<file path="src/rtl/out_ep_pkg.sv">
package out_ep_pkg;

    typedef struct packed {
        logic ena;
        logic dis;
        logic nak;
        logic irq;
    } ep_state_t;

    typedef struct packed {
        logic req;
        logic eff;
        logic irq;
    } gnak_state_t;

    typedef struct packed {
        logic in_pkt;
        logic resp_valid;
        logic resp_nak;
        logic fifo_wr;
    } rx_state_t;

endpackage

</file>
<file path="src/rtl/gnak_ctrl.sv">
module gnak_ctrl
    import out_ep_pkg::*;
(
    input  logic clk,
    input  logic rst_n,
    input  logic set_i,
    input  logic clr_i,
    input  logic irq_clr_i,
    input  logic in_pkt_i,
    output logic req_o,
    output logic eff_o,
    output logic irq_o
);

    gnak_state_t st_d, st_q;

    always_comb begin
        st_d = st_q;
        if (set_i)      st_d.req = 1'b1;
        if (clr_i)      st_d.req = 1'b0;
        // takes effect only once no packet is in flight
        st_d.eff = st_q.req && !clr_i && (st_q.eff || !in_pkt_i);
        if (irq_clr_i)  st_d.irq = 1'b0;
        if (st_d.eff && !st_q.eff) st_d.irq = 1'b1;
    end

    always_ff @(posedge clk or negedge rst_n) begin
        if (!rst_n) st_q <= '0;
        else        st_q <= st_d;
    end

    assign req_o = st_q.req;
    assign eff_o = st_q.eff;
    assign irq_o = st_q.irq;

    assert_eff_no_pkt_R2: assert property (@(posedge clk) disable iff (!rst_n)
        st_q.eff |-> !in_pkt_i);
    assert_eff_needs_req_R3: assert property (@(posedge clk) disable iff (!rst_n)
        $rose(st_q.eff) |-> $past(st_q.req));
    assert_irq_sticky_R4: assert property (@(posedge clk) disable iff (!rst_n)
        (st_q.irq && !irq_clr_i) |=> st_q.irq);
    assert_irq_on_rise_R4: assert property (@(posedge clk) disable iff (!rst_n)
        $rose(st_q.eff) |-> st_q.irq);

endmodule

</file>
<file path="src/rtl/ep_slot.sv">
module ep_slot
    import out_ep_pkg::*;
(
    input  logic clk,
    input  logic rst_n,
    input  logic ena_set_i,
    input  logic dis_set_i,
    input  logic snak_i,
    input  logic cnak_i,
    input  logic irq_clr_i,
    input  logic gnak_eff_i,
    output logic ena_o,
    output logic dis_o,
    output logic nak_o,
    output logic irq_o
);

    ep_state_t st_d, st_q;
    logic      done;

    always_comb begin
        st_d = st_q;
        done = 1'b0;
        if (ena_set_i) st_d.ena = 1'b1;
        if (snak_i)    st_d.nak = 1'b1;
        if (cnak_i)    st_d.nak = 1'b0;
        if (irq_clr_i) st_d.irq = 1'b0;
        if (st_q.dis && gnak_eff_i) begin
            done = 1'b1;
        end else if (dis_set_i && !st_q.ena) begin
            done = 1'b1;              // idle endpoint: nothing to tear down
        end else if (dis_set_i) begin
            st_d.dis = 1'b1;
        end
        if (done) begin
            st_d.ena = 1'b0;
            st_d.dis = 1'b0;
            st_d.irq = 1'b1;
        end
    end

    always_ff @(posedge clk or negedge rst_n) begin
        if (!rst_n) st_q <= '0;
        else        st_q <= st_d;
    end

    assign ena_o = st_q.ena;
    assign dis_o = st_q.dis;
    assign nak_o = st_q.nak;
    assign irq_o = st_q.irq;

    assert_dis_complete_R6: assert property (@(posedge clk) disable iff (!rst_n)
        (st_q.dis && gnak_eff_i) |=> (!st_q.ena && !st_q.dis && st_q.irq));
    assert_dis_pending_R6: assert property (@(posedge clk) disable iff (!rst_n)
        (st_q.dis && !gnak_eff_i) |=> (st_q.dis && st_q.ena));
    assert_dis_idle_R7: assert property (@(posedge clk) disable iff (!rst_n)
        (dis_set_i && !st_q.ena && !st_q.dis) |=> (st_q.irq && !st_q.dis));
    assert_irq_sticky_R10: assert property (@(posedge clk) disable iff (!rst_n)
        (st_q.irq && !irq_clr_i) |=> st_q.irq);

endmodule

</file>
<file path="src/rtl/out_ep_disable_ctrl.sv">
module out_ep_disable_ctrl
    import out_ep_pkg::*;
#(
    parameter int NUM_EP = 4,
    localparam int EPW = (NUM_EP > 1) ? $clog2(NUM_EP) : 1
) (
    input  logic              clk,
    input  logic              rst_n,
    input  logic              gnak_set_i,
    input  logic              gnak_clr_i,
    input  logic [NUM_EP-1:0] ep_ena_set_i,
    input  logic [NUM_EP-1:0] ep_dis_set_i,
    input  logic [NUM_EP-1:0] ep_snak_i,
    input  logic [NUM_EP-1:0] ep_cnak_i,
    input  logic              irq_gnak_clr_i,
    input  logic [NUM_EP-1:0] irq_epdis_clr_i,
    input  logic              pkt_start_i,
    input  logic [EPW-1:0]    pkt_ep_i,
    input  logic              pkt_end_i,
    output logic              gnak_req_o,
    output logic              gnak_eff_o,
    output logic              irq_gnak_o,
    output logic [NUM_EP-1:0] ep_ena_o,
    output logic [NUM_EP-1:0] ep_dis_o,
    output logic [NUM_EP-1:0] ep_nak_o,
    output logic [NUM_EP-1:0] irq_epdis_o,
    output logic              resp_valid_o,
    output logic              resp_nak_o,
    output logic              fifo_wr_o
);

    rx_state_t rx_d, rx_q;
    logic      gnak_req, gnak_eff;
    logic      ep_ready;

    gnak_ctrl u_gnak (
        .clk       (clk),
        .rst_n     (rst_n),
        .set_i     (gnak_set_i),
        .clr_i     (gnak_clr_i),
        .irq_clr_i (irq_gnak_clr_i),
        .in_pkt_i  (rx_q.in_pkt),
        .req_o     (gnak_req),
        .eff_o     (gnak_eff),
        .irq_o     (irq_gnak_o)
    );

    for (genvar g = 0; g < NUM_EP; g++) begin : g_ep
        ep_slot u_ep (
            .clk        (clk),
            .rst_n      (rst_n),
            .ena_set_i  (ep_ena_set_i[g]),
            .dis_set_i  (ep_dis_set_i[g]),
            .snak_i     (ep_snak_i[g]),
            .cnak_i     (ep_cnak_i[g]),
            .irq_clr_i  (irq_epdis_clr_i[g]),
            .gnak_eff_i (gnak_eff),
            .ena_o      (ep_ena_o[g]),
            .dis_o      (ep_dis_o[g]),
            .nak_o      (ep_nak_o[g]),
            .irq_o      (irq_epdis_o[g])
        );
    end

    always_comb begin
        ep_ready = 1'b0;
        if (int'(pkt_ep_i) < NUM_EP)
            ep_ready = ep_ena_o[pkt_ep_i] && !ep_nak_o[pkt_ep_i];
    end

    always_comb begin
        rx_d            = rx_q;
        rx_d.resp_valid = pkt_start_i;
        rx_d.resp_nak   = 1'b0;
        rx_d.fifo_wr    = 1'b0;
        if (pkt_end_i) rx_d.in_pkt = 1'b0;
        if (pkt_start_i) begin
            if (!gnak_req && !gnak_eff && !rx_q.in_pkt && ep_ready) begin
                rx_d.fifo_wr = 1'b1;
                rx_d.in_pkt  = 1'b1;
            end else begin
                rx_d.resp_nak = 1'b1;
            end
        end
    end

    always_ff @(posedge clk or negedge rst_n) begin
        if (!rst_n) rx_q <= '0;
        else        rx_q <= rx_d;
    end

    assign gnak_req_o   = gnak_req;
    assign gnak_eff_o   = gnak_eff;
    assign resp_valid_o = rx_q.resp_valid;
    assign resp_nak_o   = rx_q.resp_nak;
    assign fifo_wr_o    = rx_q.fifo_wr;

    assert_nak_under_gnak_R5: assert property (@(posedge clk) disable iff (!rst_n)
        (pkt_start_i && (gnak_req || gnak_eff)) |=> (resp_nak_o && !fifo_wr_o));
    assert_resp_exclusive_R8: assert property (@(posedge clk) disable iff (!rst_n)
        resp_valid_o |-> (resp_nak_o != fifo_wr_o));
    assert_fifo_needs_resp_R8: assert property (@(posedge clk) disable iff (!rst_n)
        (fifo_wr_o || resp_nak_o) |-> resp_valid_o);

endmodule

</file>
<file path="config.mk">
export PLATFORM = sky130hd
export DESIGN_NAME = out_ep_disable_ctrl
export DESIGN_NICKNAME = d
export VERILOG_FILES = /design/src/rtl/out_ep_pkg.sv /design/src/rtl/gnak_ctrl.sv /design/src/rtl/ep_slot.sv /design/src/rtl/out_ep_disable_ctrl.sv
export SDC_FILE = /design/constraint.sdc
export NUM_CORES = 1
export LEC_CHECK = 0
export ABC_CLOCK_PERIOD_IN_PS = 2400
export CAP_MARGIN = 20
export CORE_MARGIN = 2
export CORE_UTILIZATION = 30
export DETAILED_ROUTE_END_ITERATION = 12
export DONT_BUFFER_PORTS = 1
export GPL_TIMING_DRIVEN = 1
export PLACE_DENSITY_LB_ADDON = 0.25
export SETUP_SLACK_MARGIN = 0.3
export SYNTH_ARGS = -nofsm -noshare
export SYNTH_HDL_FRONTEND = slang
export SYNTH_HIERARCHICAL = 1
export SYNTH_SLANG_ARGS = --single-unit
</file>
<file path="constraint.sdc">
create_clock -name clk -period 2.4 [get_ports clk]
set_input_delay 0.48 -clock clk [delete_from_list [all_inputs] [get_ports clk]]
set_output_delay 0.48 -clock clk [all_outputs]
set_load 0.05 [all_outputs]
</file>
**After elaboration in Yosys (flattened, before gate mapping)**

Index checks and enable logic that the tools add are counted.

- Add/subtract/negate cells: 0
- Multiply operators: 0
- Equal/unequal tests: 8
- Order comparisons: 1
- Muxes and demuxes: 58
- Shift-type cells: 0
- Divide/modulo/power cells: 0
- Reductions and logical operators: 47
- Bitwise gates (word level): 0

Operators with widths:

| cell | number |
|---|---|
| 1-bit two-way mux | 51 |
| 2-bit nonzero test | 18 |
| 2-bit by 1-bit inequality test with 1-bit output, second input constant | 8 |
| 1-bit logical AND | 15 |
| 3-bit AND reduction | 4 |
| 2-bit two-way mux | 5 |
| 1-bit logical NOT | 9 |
| 1-bit binary-select mux with 2-bit select | 2 |
| 2-bit by 3-bit less-than comparator with 1-bit output, second input constant | 1 |
| 1-bit logical OR | 1 |

- Memories: 0
- Flip-flop bits (word level): 23
- Word-level logic and storage cells: 137
- Input bits: 29
- Bits in writable memories: 0
- Bits in read-only memories: 0
- Output and inout port bits: 22
- Latch bits: 0

**Depth between registers and ports, before layout**

Gate-level depths: netlist (run 1).

- Depth after elaboration: 7
- Mapped depth: 3
- Mapped depth without buffers: 3

**Cells and area by module**

Netlist (run 1), hierarchy kept.

Modules (own cells, without submodules):

| module | instances | seq. area each (µm²) | cells each | area an instance (µm²) |
|---|---|---|---|---|
| ep_slot | 4 | 100.1 | 14 | 157.7 |
| out_ep_disable_ctrl | 1 | 100.1 | 15 | 190.2 |
| gnak_ctrl | 1 | 75.1 | 10 | 125.1 |

**Worst setup path after synthesis (run 1)**

OpenSTA, ideal clock, no wires.

- Path type: flip-flop to flip-flop
- Start: register g_ep[3].u_ep.st_q, in the netlist g_ep[3].u_ep/nak_o
- End: register rx_q[3] (netlist bit)
- Cell stages (with the launch flop): 4
- Arrival: 1.505 ns
- Library setup time: 0.095 ns
- Slack: 0.799 ns
- Path buffers: 0
- Clock period less this slack: 1.601 ns
- Data required time: 2.305 ns
- Cell sequence: dfrtp_1 -> nand2b_1 -> mux4_2 -> o32ai_2

RTL lines:

| what | line | text |
|---|---|---|
| start: declaration | ep_slot.sv:18 | `ep_state_t st_d, st_q;` |
| start signal: assignment | ep_slot.sv:44 | `else st_q <= st_d;` |
| end signal: assignment | out_ep_disable_ctrl.sv:89 | `else rx_q <= rx_d;` |
| end: declaration | out_ep_disable_ctrl.sv:32 | `rx_state_t rx_d, rx_q;` |

==> results of run 1 <==
per-stage QoR:
step / hold slack (ps) / cells
after global placement: 185 / 125
final: 190 / 131
after CTS: 178 / 130
after detailed placement: 185 / 125
after global routing: 150 / 131
after floorplan: 184 / 81
cell type report:
| cell class | instances | area (µm²) |
|---|---|---|
| fillers | 321 | 1980 |
| multi-input cells | 46 | 325 |
| flip-flops and latches | 23 | 576 |
| clock buffers | 4 | 26.3 |
| well taps | 44 | 55.1 |
| inverters | 12 | 45.0 |
| repair buffers | 2 | 25.0 |
flip-flops by register name, summed over array words and instances, names as in the netlist:
signal and flops:
g_ep.u_ep/irq_o 4, fifo_wr_o 1, rx_q 1, u_gnak/eff_o 1
resp_nak_o 1, g_ep.u_ep/ena_o 4, u_gnak/irq_o 1, g_ep.u_ep/dis_o 4
g_ep.u_ep/nak_o 4, resp_valid_o 1, u_gnak/req_o 1
cell usage after synthesis, drive strengths merged:
master / instances
or2: 4
mux4: 1
nor2: 10
o221ai: 4
dfrtp: 23
inv: 12
nor3: 1
a21oi: 1
o32ai: 2
nand2b: 5
nand2: 4
nor2b: 4
o21a: 5
or3: 1
o211a: 4
worst paths after layout:
kind | start | endpoint | slack (ps)
worst max-delay path | g_ep[3].u_ep/ena_o | rx_q[3] | 700
worst min-delay path | pkt_start_i | resp_valid_o | 190
worst max register to register | g_ep[3].u_ep/ena_o | rx_q[3] | 700
worst min register to register | rx_q[3] | u_gnak/eff_o | 530
max in group asynchronous | rst_n | g_ep[0].u_ep/nak_o | 1530
min in group asynchronous | rst_n | g_ep[0].u_ep/irq_o | 470
metal layers:
layer / track usage / wire length, µm
met1: 0.138 / 721
met2: 0.186 / 947
met3: 0.0498 / 191
met4: 0.0762 / 27
met5: 0 / 0
kinds of logic (layout without fill, tap and decap cells):
family / count (synthesis) / in the layout / synth area share
simple gates: 29 / 29 / 0.161
buf+inv: 12 / 18 / 0.0476
flops: 23 / 23 / 0.608
compound gates: 16 / 16 / 0.159
mux: 1 / 1 / 0.0238
power breakdown:
| group | leakage [nW] | total, mW | internal, mW | switching, mW |
|---|---|---|---|---|
| Combinational | 0.184 | 0.129 | 0.0739 | 0.0550 |
| Sequential | 0.274 | 0.778 | 0.455 | 0.323 |
| Clock | 0.0150 | 0.175 | 0.0647 | 0.110 |
timing repair:
action	4_1_cts	5_1_grt
hold endpoints to repair	23	0
hold buffers	1	0
buffers inserted	0	0
==> run_results.csv, run 1 <==
group,metric,value,unit
sta,tightest_slew,743,ps
die,core-area,3030,µm²
worst_setup_path,crit_type,"reg2reg",
layout,layout_commonest_cell,"dfrtp_1",
worst_setup_path,crit_chain,"nand2b_1, mux4_2, o32ai_2",
worst_setup_path,reg2regPathDepth,3,
global_route,grt_start_max_net_pins,24,
place,dp_slack,692,ps
clock_tree,clkLatencyLatePin,300,ps
clock_tree,h-tree-depth,1,
synth,synth_area,946,µm²
sta,slew_headroom,0.505,
synth,ys_seq_area_frac,0.608,
layout,antenna_cells,0,
worst_setup_path,cp.required,2620,ps
worst_hold_path,hold_class,"in2reg",
clock_tree,clk_path_buf_depth,2,
die,die-area,3620,µm²
global_route,gr-total-overflow,0,
synth,yosysUniqueCellTypes,16,
global_route,grt_pass1_wl,3040,µm
synth,syn_nets,110,
place,place_congestion,0.733,
worst_setup_path,cp_slowest_cell,"dfrtp_1",
sta,finalClockSkew,3.64,ps
place,numPortBuffers,0,
worst_hold_path,hold_depth,0,
layout,final_cell_mix,"dfrtp_1, inv_1, nor2_1",
job,drv_cap,0,
layout,fin_area,1050,µm²
die,start_util,0.312,
synth,synth.largest_area_cell,"dfrtp_1",
route,dr_total_vias,610,
worst_setup_path,cp.depth,3,
clock_tree,cts_tree,"built",
die,core.rowCount,20,
sta,finalHoldViolCount,0,
route,drcViolationCount,0,
global_route,grtUsageTotal,0.121,
run_status,outcome,"finished clean",
synth,ys_seq_elements,23,
clock_tree,cts_num_sinks,23,
layout,area_growth,11.2,%
route,drtIter0Drc,8,
synth,syn_avg_cell_area,11.7,µm²
pwr,fin_total_pwr,1.08,mW
die,dieHeight,60.2,µm
pwr,ir_drop,0.353,mV
place,hpwlAfterDp,1470,µm
worst_setup_path,path_max_fanout,5,
pwr,power_density,1030,nW/µm²
route,wl_per_cell,14.4,µm
route,detail_route.vias_per_cell,4.66,
sta,worst_slack,698,ps
die,pin_count,51,
die,die_width,60.2,µm
worst_setup_path,arrival,1920,ps
route,antenna_left,0,
pwr,p_leak,0.473,nW
worst_setup_path,cp_top_family,"flip-flops",
synth,syn_inst,81,
synth,synthTopCellsByArea,"dfrtp_1, inv_1, o211a_1, nor2_1, o21a_1",
synth,synth_top_area_frac,0.608,
layout,drive_above_1_share,0.0920,
global_route,antenna_found_initial,0,
sta,post-route-period-util,0.709,
synth,yosys_warnings,6,
sta,finalSetupTns,0,ps
route,drt-pass1-iter-count,4,
clock_tree,cts_root_buf,"clkbuf_4",
global_route,grt_pass1_vias,639,
place,post_dp_cell_area,1000,µm²
clock_tree,cts_made_buffers,3,
worst_setup_path,critical_path.n_buffers_inverters,0,
sta,clock.fmax,588,MHz
sta,rsz0062_at_grt,"no",
worst_setup_path,slowest_delay,730,ps
sta,slew_violations,0,
route,wirelength,1890,µm
layout,nNetsFinal,117,
sta,finalCriticalPeriod,1700,ps
layout,final_util,0.348,
clock_tree,cts-resized-gates,0,
clock_tree,cts.clk_slew.worst_paths,120,ps
worst_setup_path,critPathCaptureType,"flop",
worst_setup_path,worstSetupStartpointType,"flop",
sta,setup_violations,0,
Note: power is estimated with default switching activity, not from simulation.
==> run 2, diff against run 1 <==
- ABC_CLOCK_PERIOD_IN_PS: 2400 -> 1500
- clock period: 2.4 -> 1.5 ns (I/O delays scaled with it)
==> run 2 against run 1 <==
Compared with the run above: clock skew down 0.84 ps; hold slack got worse by 150 ps; core utilization increased by 6.9 points; count of clock-buffer cells in the layout unchanged; cell count increased by 11%; wire length up 11%; non-clock buffer count up 15; critical path depth did not move; final area grew 20%; register-to-register slack got worse by 570 ps.
==> run_results.csv, run 2 (synthesis gave the netlist of run 1 again) <==
group,metric,value,unit
worst_setup_path,critPathCaptureType,"flop",
worst_setup_path,worstSetupStartpointType,"flop",
worst_setup_path,r2r_setup_slack,130,ps
layout,antenna_cells,0,
sta,finalClockSkew,2.80,ps
layout,nNetsFinal,132,
global_route,grt_start_max_net_pins,24,
route,drt-pass1-iter-count,4,
sta,setup_violations,0,
global_route,grt_pass1_wl,3170,µm
layout,final_cell_mix,"inv_1, dfrtp_2, dfrtp_1",
global_route,grtUsageTotal,0.121,
layout,drive_above_1_share,0.363,
worst_setup_path,r2r-start,"g_ep[1].u_ep/nak_o",
worst_setup_path,reg2regPathDepth,3,
place,place_inst,136,
place,numPortBuffers,0,
route,detail_route.vias_per_cell,4.63,
worst_hold_path,min-delay-start,"ep_cnak_i[3]",
worst_setup_path,worstReg2RegEnd,"rx_q[3]",
layout,layoutNonFillerInstCount,146,
worst_setup_path,crit_type,"reg2reg",
worst_hold_path,hold_class,"in2reg",
clock_tree,clk_path_buf_depth,2,
clock_tree,clkLatencyLatePin,300,ps
route,wl_per_cell,14.4,µm
die,dieHeight,60.2,µm
layout,area_growth,33.5,%
worst_setup_path,path_max_fanout,3,
route,wirelength,2100,µm
route,met3_length,169,µm
clock_tree,h-tree-depth,1,
sta,finalHoldViolCount,0,
worst_setup_path,crit_start,"g_ep[1].u_ep/nak_o",
worst_setup_path,cp.required,1710,ps
sta,tightest_slew,507,ps
sta,rsz0062_at_grt,"yes",
clock_tree,cts_root_buf,"clkbuf_4",
sta,slew_headroom,0.662,
global_route,grt_pass1_vias,684,
route,met1_length,799,µm
route,antenna_left,0,
route,wl_met2,1110,µm
route,drcViolationCount,0,
sta,worst_slack,126,ps
pwr,ir_drop,0.754,mV
global_route,antenna_found_initial,0,
pwr,power_density,1510,nW/µm²
worst_setup_path,arrival,1590,ps
worst_setup_path,endpoint,"rx_q[3]",
die,die_width,60.2,µm
clock_tree,cts.clk_slew.worst_paths,120,ps
clock_tree,cts_num_sinks,23,
die,start_util,0.312,
run_status,outcome,"finished clean",
die,die-area,3620,µm²
sta,finalCriticalPeriod,1370,ps
clock_tree,cts_made_buffers,3,
sta,clock.fmax,728,MHz
clock_tree,cts_tree,"built",
pwr,p_leak,0.565,nW
die,pin_count,51,
place,place_congestion,0.626,
sta,post-route-period-util,0.916,
place,dp_slack,133,ps
job,drv_cap,0,
die,core.rowCount,20,
sta,finalSetupTns,0,ps
sta,slew_violations,0,
route,topRoutingLayerUsed,"met4",
place,hpwlAfterDp,1560,µm
route,drtIter0Drc,34,
global_route,gr-total-overflow,0,
die,core-area,3030,µm²
route,dr_total_vias,676,
## run 2: cell count changes in the layout (fill, tap and decap cells not counted), sizes merged
cell	previous run	this run
buf	1	15
dlygate4sd3	1	2
## run 2: metrics by stage
stage | power (mW) | hold WS [ps] | util | area, µm²
6_report | 1.91 | 36.1 | 0.417 | 1260
5_1_grt | 2.02 | 4.05 | 0.417 | 1260
4_1_cts | 1.91 | 22.3 | 0.398 | 1200
3_5_place_dp | 1.54 | 5.20 | 0.361 | 1090
3_3_place_gp | 1.53 | 4.92 | 0.361 | 1090
2_1_floorplan | 1.41 | 4.41 | - | 956
## run 2: worst max-delay path, stage by stage (launching register included)
cell and delay, ps:
dfrtp_2 430, nand2b_4 130, mux4_2 500, o32ai_2 220
## run 2: area by class of cell
type / count / area (µm²)
fillers: 300 / 1770
flip-flops and latches: 23 / 591
multi-input cells: 46 / 348
repair buffers: 17 / 198
well taps: 44 / 55.1
inverters: 12 / 45.0
clock buffers: 4 / 26.3
## run 2: routing by layer
layer | GRT usage | vias up
li1 | - | 315
met1 | 0.141 | 327
met2 | 0.203 | 32
met3 | 0.0519 | 2
met4 | 0.0286 | 0
met5 | 0 | -
## run 2: worst min path at each step
stage,depth (start not counted),end
after floorplan,0,fifo_wr_o
after global placement,0,g_ep[0].u_ep/dis_o
after detailed placement,0,g_ep[0].u_ep/irq_o
after CTS,1,g_ep[3].u_ep/nak_o
after global routing,1,g_ep[3].u_ep/nak_o
final,1,g_ep[3].u_ep/nak_o
## run 2: where the power goes
part	switching [mW]	total (mW)	internal [mW]	leakage, nW
clock	0.174	0.278	0.104	0.0150
combinational	0.311	0.550	0.239	0.288
sequential	0.338	1.08	0.745	0.262
total	0.823	1.91	1.09	0.565
## run 2: what timing repair did
action                                  4_1_cts  5_1_grt
setup buffers                                 1        2
resized for setup                            15        7
cloned                                        0        0
pin swaps                                     1        0
endpoints found under the setup margin       25       22
hold endpoints to repair                     24        0
hold buffers                                  2        0
